`config.mk`:
```
export PLATFORM = sky130hd
export DESIGN_NAME = shift_dp_slice
export DESIGN_NICKNAME = d
export VERILOG_FILES = /design/src/rtl/shift_dp_pkg.sv /design/src/rtl/dp_host_fifo.sv /design/src/rtl/dp_alu_shift.sv /design/src/rtl/shift_dp_slice.sv
export SDC_FILE = /design/constraint.sdc
export NUM_CORES = 1
export LEC_CHECK = 0
export ABC_AREA = 1
export BUFFER_PORTS_ARGS = -buffer_cell sky130_fd_sc_hd__buf_2
export CAP_MARGIN = 40
export CORE_ASPECT_RATIO = 1.75
export CORE_MARGIN = 2
export CORE_UTILIZATION = 35
export DETAILED_ROUTE_END_ITERATION = 10
export HOLD_SLACK_MARGIN = 0.12
export PLACE_DENSITY = 0.5
export SLEW_MARGIN = 25
export SYNTH_ARGS = -nofsm -noshare
export SYNTH_HDL_FRONTEND = slang
export SYNTH_HIERARCHICAL = 1
export SYNTH_SLANG_ARGS = --single-unit
```
`constraint.sdc`:
```
create_clock -name clk_i -period 1.9 [get_ports clk_i]
set_input_delay 0.285 -clock clk_i [delete_from_list [all_inputs] [get_ports clk_i]]
set_output_delay 0.285 -clock clk_i [all_outputs]
set_load 0.01 [all_outputs]
```
`src/rtl/shift_dp_pkg.sv`:
```
package shift_dp_pkg;

  typedef enum logic [1:0] {
    ALU_PASS   = 2'd0,
    ALU_ADD_CI = 2'd1,
    ALU_SUB_CI = 2'd2,
    ALU_NOT    = 2'd3
  } alu_fn_e;

  typedef enum logic [1:0] {
    SH_NONE  = 2'd0,
    SH_RIGHT = 2'd1,
    SH_LEFT  = 2'd2,
    SH_SWAP  = 2'd3
  } shift_e;

  typedef enum logic [1:0] {
    WR_NONE = 2'd0,
    WR_ALU  = 2'd1,
    WR_FIFO = 2'd2
  } wr_src_e;

  typedef enum logic [1:0] {
    SI_DEFAULT = 2'd0,
    SI_EXT     = 2'd1,
    SI_ROTATE  = 2'd2
  } si_src_e;

  typedef struct packed {
    alu_fn_e alu;
    shift_e  shift;
    wr_src_e wr_src;
    logic    ci_sel;   // 0: carry set A, 1: set B
    logic    si_sel;   // 0: shift-in set A, 1: set B
  } op_word_t;

  localparam op_word_t OP_NOP = '{alu: ALU_PASS, shift: SH_NONE, wr_src: WR_NONE,
                                   ci_sel: 1'b0, si_sel: 1'b0};
  localparam op_word_t OP_LOAD = '{alu: ALU_PASS, shift: SH_NONE, wr_src: WR_FIFO,
                                    ci_sel: 1'b0, si_sel: 1'b0};
  localparam op_word_t OP_SHR = '{alu: ALU_PASS, shift: SH_RIGHT, wr_src: WR_ALU,
                                   ci_sel: 1'b0, si_sel: 1'b0};

  localparam op_word_t [7:0] UART_TX_OPS = {OP_NOP, OP_NOP, OP_NOP, OP_NOP,
                                            OP_NOP, OP_NOP, OP_SHR, OP_LOAD};

endpackage

```
`src/rtl/dp_host_fifo.sv`:
```
module dp_host_fifo #(
  parameter int unsigned DATA_W = 8,
  parameter int unsigned DEPTH  = 4
) (
  input  logic              clk_i,
  input  logic              rst_ni,
  input  logic              push_i,
  input  logic [DATA_W-1:0] data_i,
  input  logic              pop_i,
  output logic [DATA_W-1:0] head_o,
  output logic              empty_o,
  output logic              full_o
);
  localparam int unsigned AW = (DEPTH > 1) ? $clog2(DEPTH) : 1;
  localparam int unsigned CW = $clog2(DEPTH + 1);
  localparam logic [CW-1:0] DEPTH_C = CW'(DEPTH);
  localparam logic [AW-1:0] LAST_C  = AW'(DEPTH - 1);

  logic [DATA_W-1:0] mem_q [DEPTH];
  logic [AW-1:0]     rd_q, wr_q;
  logic [CW-1:0]     cnt_q;
  logic              do_push, do_pop;

  function automatic logic [AW-1:0] nxt(input logic [AW-1:0] p);
    return (p == LAST_C) ? '0 : p + AW'(1);
  endfunction

  assign empty_o = (cnt_q == '0);
  assign full_o  = (cnt_q == DEPTH_C);
  assign do_push = push_i && !full_o;
  assign do_pop  = pop_i && !empty_o;
  assign head_o  = mem_q[rd_q];

  always_ff @(posedge clk_i) begin
    if (do_push) mem_q[wr_q] <= data_i;
  end

  always_ff @(posedge clk_i or negedge rst_ni) begin
    if (!rst_ni) begin
      rd_q  <= '0;
      wr_q  <= '0;
      cnt_q <= '0;
    end else begin
      if (do_push) wr_q <= nxt(wr_q);
      if (do_pop)  rd_q <= nxt(rd_q);
      case ({do_push, do_pop})
        2'b10:   cnt_q <= cnt_q + CW'(1);
        2'b01:   cnt_q <= cnt_q - CW'(1);
        default: cnt_q <= cnt_q;
      endcase
    end
  end

  a_r2_count_bound: assert property (@(posedge clk_i) disable iff (!rst_ni)
    cnt_q <= DEPTH_C);

  a_r2_full_push_dropped: assert property (@(posedge clk_i) disable iff (!rst_ni)
    (full_o && push_i && !pop_i) |=> full_o && $stable(wr_q));

  a_r3_pop_advances: assert property (@(posedge clk_i) disable iff (!rst_ni)
    (pop_i && !empty_o) |=> rd_q != $past(rd_q) || DEPTH == 1);

endmodule

```
`src/rtl/dp_alu_shift.sv`:
```
module dp_alu_shift
  import shift_dp_pkg::*;
#(
  parameter int unsigned DATA_W = 8
) (
  input  logic [DATA_W-1:0] a_i,
  input  logic              ci_i,
  input  alu_fn_e           fn_i,
  input  shift_e            shift_i,
  input  logic              si_ext_i,
  input  logic              si_rot_i,
  output logic [DATA_W-1:0] res_o
);
  localparam int unsigned HALF = DATA_W / 2;

  logic [DATA_W-1:0] alu;
  logic              si_bit;

  always_comb begin
    unique case (fn_i)
      ALU_PASS:   alu = a_i;
      ALU_ADD_CI: alu = a_i + DATA_W'(ci_i);
      ALU_SUB_CI: alu = a_i - DATA_W'(ci_i);
      default:    alu = ~a_i;
    endcase
  end

  // rotate feeds back the bit leaving on the far side
  assign si_bit = si_rot_i ? ((shift_i == SH_LEFT) ? alu[DATA_W-1] : alu[0]) : si_ext_i;

  always_comb begin
    unique case (shift_i)
      SH_NONE:  res_o = alu;
      SH_RIGHT: res_o = {si_bit, alu[DATA_W-1:1]};
      SH_LEFT:  res_o = {alu[DATA_W-2:0], si_bit};
      default:  res_o = {alu[HALF-1:0], alu[DATA_W-1:HALF]};
    endcase
  end

endmodule

```
`src/rtl/shift_dp_slice.sv`:
```
module shift_dp_slice
  import shift_dp_pkg::*;
#(
  parameter int unsigned DATA_W     = 8,
  parameter int unsigned FIFO_DEPTH = 4,
  parameter int unsigned CS_W       = 3,
  parameter op_word_t [(2**CS_W)-1:0] OPS = UART_TX_OPS,
  parameter logic    DEF_SI     = 1'b0,
  parameter si_src_e SI_SRC_A   = SI_DEFAULT,
  parameter si_src_e SI_SRC_B   = SI_EXT,
  parameter logic    CI_A       = 1'b0,
  parameter logic    CI_B       = 1'b1,
  parameter logic    SO_MSB     = 1'b0,
  parameter logic    FIFO_ASYNC = 1'b1
) (
  input  logic              clk_i,
  input  logic              rst_ni,
  input  logic [CS_W-1:0]   cs_addr_i,
  input  logic              host_wr_i,
  input  logic [DATA_W-1:0] host_data_i,
  input  logic              si_i,
  output logic              so_o,
  output logic [DATA_W-1:0] acc_o,
  output logic              fifo_empty_o,
  output logic              fifo_not_full_o
);
  op_word_t          op;
  si_src_e           si_src;
  logic              si_ext, si_rot, ci;
  logic [DATA_W-1:0] acc_q, alu_res, fifo_head;
  logic              fifo_empty, fifo_full, pop;

  assign op     = OPS[cs_addr_i];
  assign si_src = op.si_sel ? SI_SRC_B : SI_SRC_A;
  assign si_ext = (si_src == SI_EXT) ? si_i : DEF_SI;
  assign si_rot = (si_src == SI_ROTATE);
  assign ci     = op.ci_sel ? CI_B : CI_A;
  assign pop    = (op.wr_src == WR_FIFO);

  dp_host_fifo #(.DATA_W(DATA_W), .DEPTH(FIFO_DEPTH)) u_fifo (
    .clk_i  (clk_i),
    .rst_ni (rst_ni),
    .push_i (host_wr_i),
    .data_i (host_data_i),
    .pop_i  (pop),
    .head_o (fifo_head),
    .empty_o(fifo_empty),
    .full_o (fifo_full)
  );

  dp_alu_shift #(.DATA_W(DATA_W)) u_alu (
    .a_i     (acc_q),
    .ci_i    (ci),
    .fn_i    (op.alu),
    .shift_i (op.shift),
    .si_ext_i(si_ext),
    .si_rot_i(si_rot),
    .res_o   (alu_res)
  );

  always_ff @(posedge clk_i or negedge rst_ni) begin
    if (!rst_ni) begin
      acc_q <= '0;
    end else begin
      unique case (op.wr_src)
        WR_ALU:  acc_q <= alu_res;
        WR_FIFO: if (!fifo_empty) acc_q <= fifo_head;
        default: acc_q <= acc_q;
      endcase
    end
  end

  assign acc_o = acc_q;
  assign so_o  = SO_MSB ? acc_q[DATA_W-1] : acc_q[0];

  generate
    if (FIFO_ASYNC) begin : g_status_sync
      logic empty_q, not_full_q;
      always_ff @(posedge clk_i or negedge rst_ni) begin
        if (!rst_ni) begin
          empty_q    <= 1'b1;
          not_full_q <= 1'b1;
        end else begin
          empty_q    <= fifo_empty;
          not_full_q <= !fifo_full;
        end
      end
      assign fifo_empty_o    = empty_q;
      assign fifo_not_full_o = not_full_q;

      a_r8_status_lag: assert property (@(posedge clk_i) disable iff (!rst_ni)
        fifo_empty_o == $past(fifo_empty) && fifo_not_full_o == !$past(fifo_full));
    end else begin : g_status_direct
      assign fifo_empty_o    = fifo_empty;
      assign fifo_not_full_o = !fifo_full;
    end
  endgenerate

  a_r3_load_takes_head: assert property (@(posedge clk_i) disable iff (!rst_ni)
    (op.wr_src == WR_FIFO && !fifo_empty) |=> acc_q == $past(fifo_head));

  a_r4_empty_load_holds: assert property (@(posedge clk_i) disable iff (!rst_ni)
    (op.wr_src == WR_FIFO && fifo_empty) |=> $stable(acc_q));

  a_r7_idle_word_holds: assert property (@(posedge clk_i) disable iff (!rst_ni)
    (op.wr_src == WR_NONE) |=> $stable(acc_q));

  a_r5_shift_in_fill: assert property (@(posedge clk_i) disable iff (!rst_ni)
    (op.wr_src == WR_ALU && op.shift == SH_RIGHT && op.alu == ALU_PASS && !si_rot)
      |=> acc_q == {$past(si_ext), $past(acc_q[DATA_W-1:1])});

endmodule

```
# == Yosys cells after proc, flatten, opt, wreduce, memory -nomap -nowiden ==
# Memories as Yosys holds them, arrays and structs flattened.
# Cells that the tools add are included.
# totals
regBits,17
ramBits,32
mem_bits_ro,64
mem_count,2
# memory_table
name,words,width,read_ports,rd_ports_with_merged_regs,wr,line,rtl
(name not given),8,8,1,0,0,shift_dp_slice.sv:33,assign op = OPS[cs_addr_i];
u_fifo.mem_q,4,8,1,0,1,dp_host_fifo.sv:19,logic [DATA_W-1:0] mem_q [DEPTH];
# classes
addsub,6
n_lt_le_gt_ge,1
n_eq_ne,14
muxes,15
bitwise_logic,1
n_reduce_logical,10
# op_table
cell,n
$pmux W8 S3,2
$mux W8,2
$pmux W8 S2,1
$eq A2 B2 Y1 const B,6
$add A8 B1 Y8,1
$eq A2 B1 Y1 const B,4
$not A8 Y8,1
$sub A8 B1 Y8,1
$mux W1,7
$pmux W3 S2,1
$add A2 B1 Y2 const B,2
$logic_not A2 Y1,2
$lt A3 B4 Y1 const B,1
$mux W2,2
$reduce_bool A2 Y1,2
$add A3 B1 Y3 const B,1
$eq A3 B3 Y1 const B,1
$logic_not A3 Y1,1
$sub A3 B1 Y3 const B,1
$eq A1 B2 Y1 const B,1
$logic_and A1 B1 Y1,2
$logic_not A1 Y1,2
$ne A2 B2 Y1 const B,1
$reduce_and A2 Y1,1
$eq A1 B1 Y1 const B,1

# == Depth between registers and ports, before layout ==
# logic_depth
ltp_word,9
mapped_depth,20
mapped_depth_nobuf,20

# == Modules after synthesis ==
# Netlist, hierarchy kept.
# modules_own_cells
mod,n_inst,cells_per_inst,area_each_um2,seq_area_each_um2
dp_host_fifo,1,154,1774.2,1136.1
dp_alu_shift,1,148,844.6,0.0
shift_dp_slice,1,81,586.8,252.7

# == Worst setup path after synthesis ==
# OpenSTA, ideal clock, no wires.
# synth_timing
path_type,input-to-reg
startpoint,input cs_addr_i[2]
endpoint,register u_fifo.cnt_q[2]
setup_time_ns,0.117
arrival_ns,1.592
slack_ns,0.191
cell_stages,12
path_cell_list,nor2_4 nand2_4 inv_1 nand2_1 inv_1 ha_1 inv_1 fa_1 nand2_1 nand3_1 nand2_1 nand2_1
# synth_between
elab_chain_len,6
elab_cells_between_ends,8
cone_classes,eq/ne: 3; mux: 2; reduce/logical: 2; memory: 1
# synth_lines
item,line,rtl
"start, declared",shift_dp_slice.sv:18,"input logic [CS_W-1:0] cs_addr_i,"
$mem_v2 Z8 W8 *,-,
$mux W8 (not written as such) *,shift_dp_slice.sv:33,
$eq A2 B2 Y1 *,shift_dp_slice.sv:38,assign pop = (op.wr_src == WR_FIFO);
named net pop,shift_dp_slice.sv:31,"logic fifo_empty, fifo_full, pop;"
$logic_and A1 B1 Y1 *,dp_host_fifo.sv:31,assign do_pop = pop_i && !empty_o;
named net u_fifo.do_pop,dp_host_fifo.sv:22,"logic do_push, do_pop;"
$eq A2 B1 Y1 or $eq A2 B2 Y1 (tied branches),dp_host_fifo.sv:46,"case ({do_push, do_pop})"
$pmux W3 S2 or $reduce_bool A2 Y1 (tied branches),-,
"end signal, assigned",dp_host_fifo.sv:47,2'b10: cnt_q <= cnt_q + CW'(1);
"end signal, assigned",dp_host_fifo.sv:48,2'b01: cnt_q <= cnt_q - CW'(1);
"end signal, assigned",dp_host_fifo.sv:49,default: cnt_q <= cnt_q;
"end, declared",dp_host_fifo.sv:21,logic [CW-1:0] cnt_q;
# Mark *: on every way through the listed nets, which the timed path passes. The rest lies on a longest branch. The select of a mux whose other input is x is not followed.
# A chain may end at the register's enable or synchronous reset.

# == Final worst setup path ==
# layout_timing
startpoint,register u_fifo.cnt_q[1]
endpoint,register u_fifo.cnt_q[1]
# layout_between
elab_chain_len,5
elab_cells_between_ends,12
cone_classes,add/sub: 2; eq/ne: 3; mux: 1; reduce/logical: 6
# layout_lines
item,line,rtl
$logic_not A3 Y1 *,dp_host_fifo.sv:28,assign empty_o = (cnt_q == '0);
$logic_not A1 Y1 *,dp_host_fifo.sv:31,
$logic_and A1 B1 Y1 *,dp_host_fifo.sv:31,
named net u_fifo.do_pop,dp_host_fifo.sv:22,
$eq A2 B1 Y1 or $eq A2 B2 Y1 (tied branches),dp_host_fifo.sv:46,
$pmux W3 S2 or $reduce_bool A2 Y1 (tied branches),-,
# Mark *: on every way through the listed nets, which the timed path passes. The rest lies on a longest branch.

==> Implementation_results.wiki <==
{| class="wikitable"
! Metric !! Value
|-
| Floorplan die area || 9970 um^2
|-
| TritonCTS sink count || 49
|-
| Clock buffer count from CTS || 5
|-
| Leak || 1.83 nW
|-
| Synth top area cells || edfxtp_1 (30%), nand2_1 (12%), dfrtp_1 (12%)
|-
| Sequence of cells on the critical path || inv_2 -> nand3_2 -> nand2_1 -> inv_1 -> ha_1 -> inv_1 -> fa_1 -> o21ai_0
|-
| Final hold vios || 0
|-
| Sequential share of the synthesized area || 43.3%
|-
| Level count of the clock H-tree || 2
|-
| Reg2reg start || u_fifo/cnt_q[1]$_DFFE_PN0P_
|-
| MaxCap Viol Count || 0
|-
| Initial DRT Pass Iterations || 4
|-
| Fmax || 0.572 GHz
|-
| Top cells by count, synth || nand2_1 (101), inv_1 (74), nand3_1 (40), edfxtp_1 (32), ha_1 (16)
|-
| Global-route total usage across every layer || 15.1%
|-
| Remaining global-route overflow || 0
|-
| N_diodes || 0
|-
| CP arrival || 1960 ps
|-
| Total of flip-flops plus latches after synthesis || 49
|-
| Area of the mapped netlist || 3210 um^2
|-
| Type of origin of the critical path || flop
|-
| Cell at the root of the clock tree || clkbuf_16
|-
| Layout area overhead || 17.4%
|-
| Footprint of the multi-input gates || 1490 um^2
|-
| Largest net degree at the start of global routing || 36
|-
| Unique masters post-synth || 41
|-
| Share of synthesized registers carrying an async set or reset || 34.7%
|-
| Fin nets || 471
|-
| Library cell occupying the most area in the post-synthesis netlist || edfxtp_1
|-
| Endpoint type of the worst setup path || flop
|-
| Min-Delay Path Class || primary input to flop
|-
| Minimum setup slack among reg-to-reg paths || 150 ps
|-
| Clock latency on the worst-skew pair || 290 ps
|-
| Number of placed I/O pins || 26
|-
| Post-synth EDFFs || 32
|-
| Most frequently used flop master after synthesis || edfxtp_1
|-
| Estimated wirelength of the detail-placed design || 5630 um
|-
| Remaining max-slew budget at the tightest pin || 63.4%
|-
| Power per Cell Area || 1340 nW/um^2
|-
| Transition time at the pin with the least slew margin || 547 ps
|-
| Worst Path Max Fanout || 4
|-
| Length in cells of the worst reg-to-reg path || 8
|-
| Global-route wire length before repair || 11700 um
|-
| WL final || 6950 um
|-
| Starting utilization of the core area || 35.7%
|-
| Die Span X || 76.3 um
|-
| Launch instance of the worst min-delay path || host_data_i[6]
|-
| Number of cells traversed by the worst hold path || 1
|-
| Setup_tns || 0 ps
|-
| Routed vias || 2531
|-
| Largest stage delay on the critical path || 410 ps
|-
| Detailed-route DRC error count || 0
|-
| Synth Area per Inst || 8.37 um^2
|-
| TritonCTS clock tree || done
|-
| Via count of the first global-routing pass || 2528
|-
| Max-slew violation count || 0
|-
| Final setup violating endpoints || 0
|-
| Final Wtd Congestion || 0.827
|-
| Count of port buffers added during placement || 24
|-
| Yosys Warn Count || 6
|-
| Antenna Violating Nets Remaining || 0
|-
| Overall power after layout || 5.03 mW
|-
| Buffer depth of the longest clock path || 2
|-
| Count leader, synth || nand2_1
|-
| Max rail drop VDD || 0.000750 V
|-
| Setup repair after global routing missed its margin || false
|-
| Cell repeated most along the worst path || inv_1
|-
| Number of cells produced by synthesis || 383
|-
| Height of the die || 131 um
|-
| Number of DRC markers after the initial detailed-route iteration || 94
|-
| Row cnt || 46
|-
| Required time at the endpoint of the critical path || 2110 ps
|-
| Final worst path period need || 1750 ps
|-
| WL/cell || 12.4 um
|-
| Final Cycle Share || 92.1%
|-
| Initial antenna violation count || 0
|-
| Sequential cell area || 1390 um^2
|-
| Classification of the worst setup path || flop to flop
|-
| Proportion of layout cells with a drive suffix above 1 || 18.5%
|-
| Cell with the biggest individual delay on the critical path || fa_1
|-
| End point of the worst hold path || u_fifo/mem_q[0][6]$_DFFE_PP_
|-
| Yosys top cell area share || 30.0%
|-
| Area of the core || 8980 um^2
|-
| Run status || finished clean
|-
| Clock tree skew after final layout || 8.58 ps
|-
| Number of fill cells || 970
|-
| Via/cell ratio || 4.53
|-
| Critical R2R Capture || u_fifo/cnt_q[1]$_DFFE_PN0P_
|-
| Clock slew seen by the registers of the worst setup and hold paths || 70 ps
|}
-- cell usage in the layout (no fill, tap or decap), types with 2 or more instances in the layout --
master	Yosys	layout
edfxtp_1	32	32
nand3_2	3	2
o211ai_1	15	15
a21oi_2	3	3
fa_1	2	2
nand2_4	2	2
inv_1	74	72
conb_1	1	15
nor2_1	12	12
nand3_1	40	40
nor2_4	2	2
o211ai_2	2	2
dfrtp_1	15	15
nand2_1	101	101
ha_1	16	16
o21ai_2	2	2
buf_4	1	16
nand2_2	5	5
buf_2	0	24
dfstp_2	2	2
nand4_1	7	7
clkbuf_16	0	5
a21oi_1	10	10
inv_2	4	6
o21ai_0	7	7
o21ai_1	3	3
-- routing by layer --
metal | wire length, um | up-vias | track usage [%]
met4 | 301 | 0 | 8.45
met3 | 101 | 14 | 1.85
li1 | - | 1339 | -
met5 | 0 | - | 0
met1 | 2600 | 1153 | 14.0
met2 | 3950 | 25 | 31.1
-- registers in the layout, indices dropped and copies added, names as in the netlist --
register and cells:
u_fifo/wr_q 2, u_fifo/cnt_q 3, fifo_not_full_o 1, acc_o 8, u_fifo/rd_q 2, u_fifo/mem_q 32, fifo_empty_o 1
-- cells by family after synthesis --
group | share of synthesized area [%]
and+or+nand+nor | 26.0
buffers and inverters | 12.1
DFF | 43.3
AOI/OAI and AO/OA | 10.4
other | 0.117
adders and majority gates | 7.49
xor gates and xnor gates | 0.547
-- stage by stage --
| step | worst slack (ps) | cells | utilization [%] | area (um^2) | hold WS, ps |
|---|---|---|---|---|---|
| floorplan | 191 | 397 | - | 3260 | -10.6 |
| global placement | 60.6 | 548 | 39.7 | 3560 | 225 |
| detailed placement | -18.5 | 548 | 39.7 | 3560 | 225 |
| CTS | 47.8 | 557 | 41.7 | 3740 | 198 |
| global route | 5.59 | 559 | 41.9 | 3760 | 205 |
| finish | 150 | 559 | 41.9 | 3760 | 207 |
-- power breakdown --
part | switching, mW | internal (mW)
sequential | 0.172 | 1.46
combinational | 1.47 | 0.943
clock | 0.364 | 0.616
-- worst max path at each step --
stage                                           start                          end  slack [ps]  cells after the start
after floorplan                          cs_addr_i[2]  u_fifo/cnt_q[2]$_DFFE_PN0P_         190                     12
after global placement                   cs_addr_i[2]  u_fifo/cnt_q[2]$_DFFE_PN0P_          60                     13
after detailed placement                 cs_addr_i[2]  u_fifo/cnt_q[2]$_DFFE_PN0P_         -20                     13
after CTS                 u_fifo/cnt_q[0]$_DFFE_PN0P_  u_fifo/cnt_q[2]$_DFFE_PN0P_          50                     10
after global routing             acc_o[2]$_DFFE_PN0P_         acc_o[1]$_DFFE_PN0P_           6                     10
final                     u_fifo/cnt_q[1]$_DFFE_PN0P_  u_fifo/cnt_q[1]$_DFFE_PN0P_         150                      8
-- critical path, delay by kind of cell, from the launching register on --
family | cells | cell delay (ps)
and+or+nand+nor | 2 | 260
DFF | 1 | 390
adders and majority gates | 2 | 590
buffers and inverters | 3 | 260
AOI/OAI and AO/OA | 1 | 160
-- final cells by class --
| cell class | instances | area share [%] |
|---|---|---|
| inverter | 79 | 7.95 |
| timing repair buffer | 42 | 7.18 |
| sequential | 49 | 36.9 |
| clock buffer | 5 | 3.32 |
| clock inverter | 3 | 1.10 |
| tap | 120 | 3.99 |
| multi-input combinational | 261 | 39.6 |
-- timing repair --
item | in CTS | in global routing
endpoints found under the setup margin | 0 | 1
setup buffers | 0 | 2
hold buffers | 1 | 0
hold endpoints to repair | 15 | 0
gates resized for setup | 0 | 3
(Power assumes the default switching activity.)
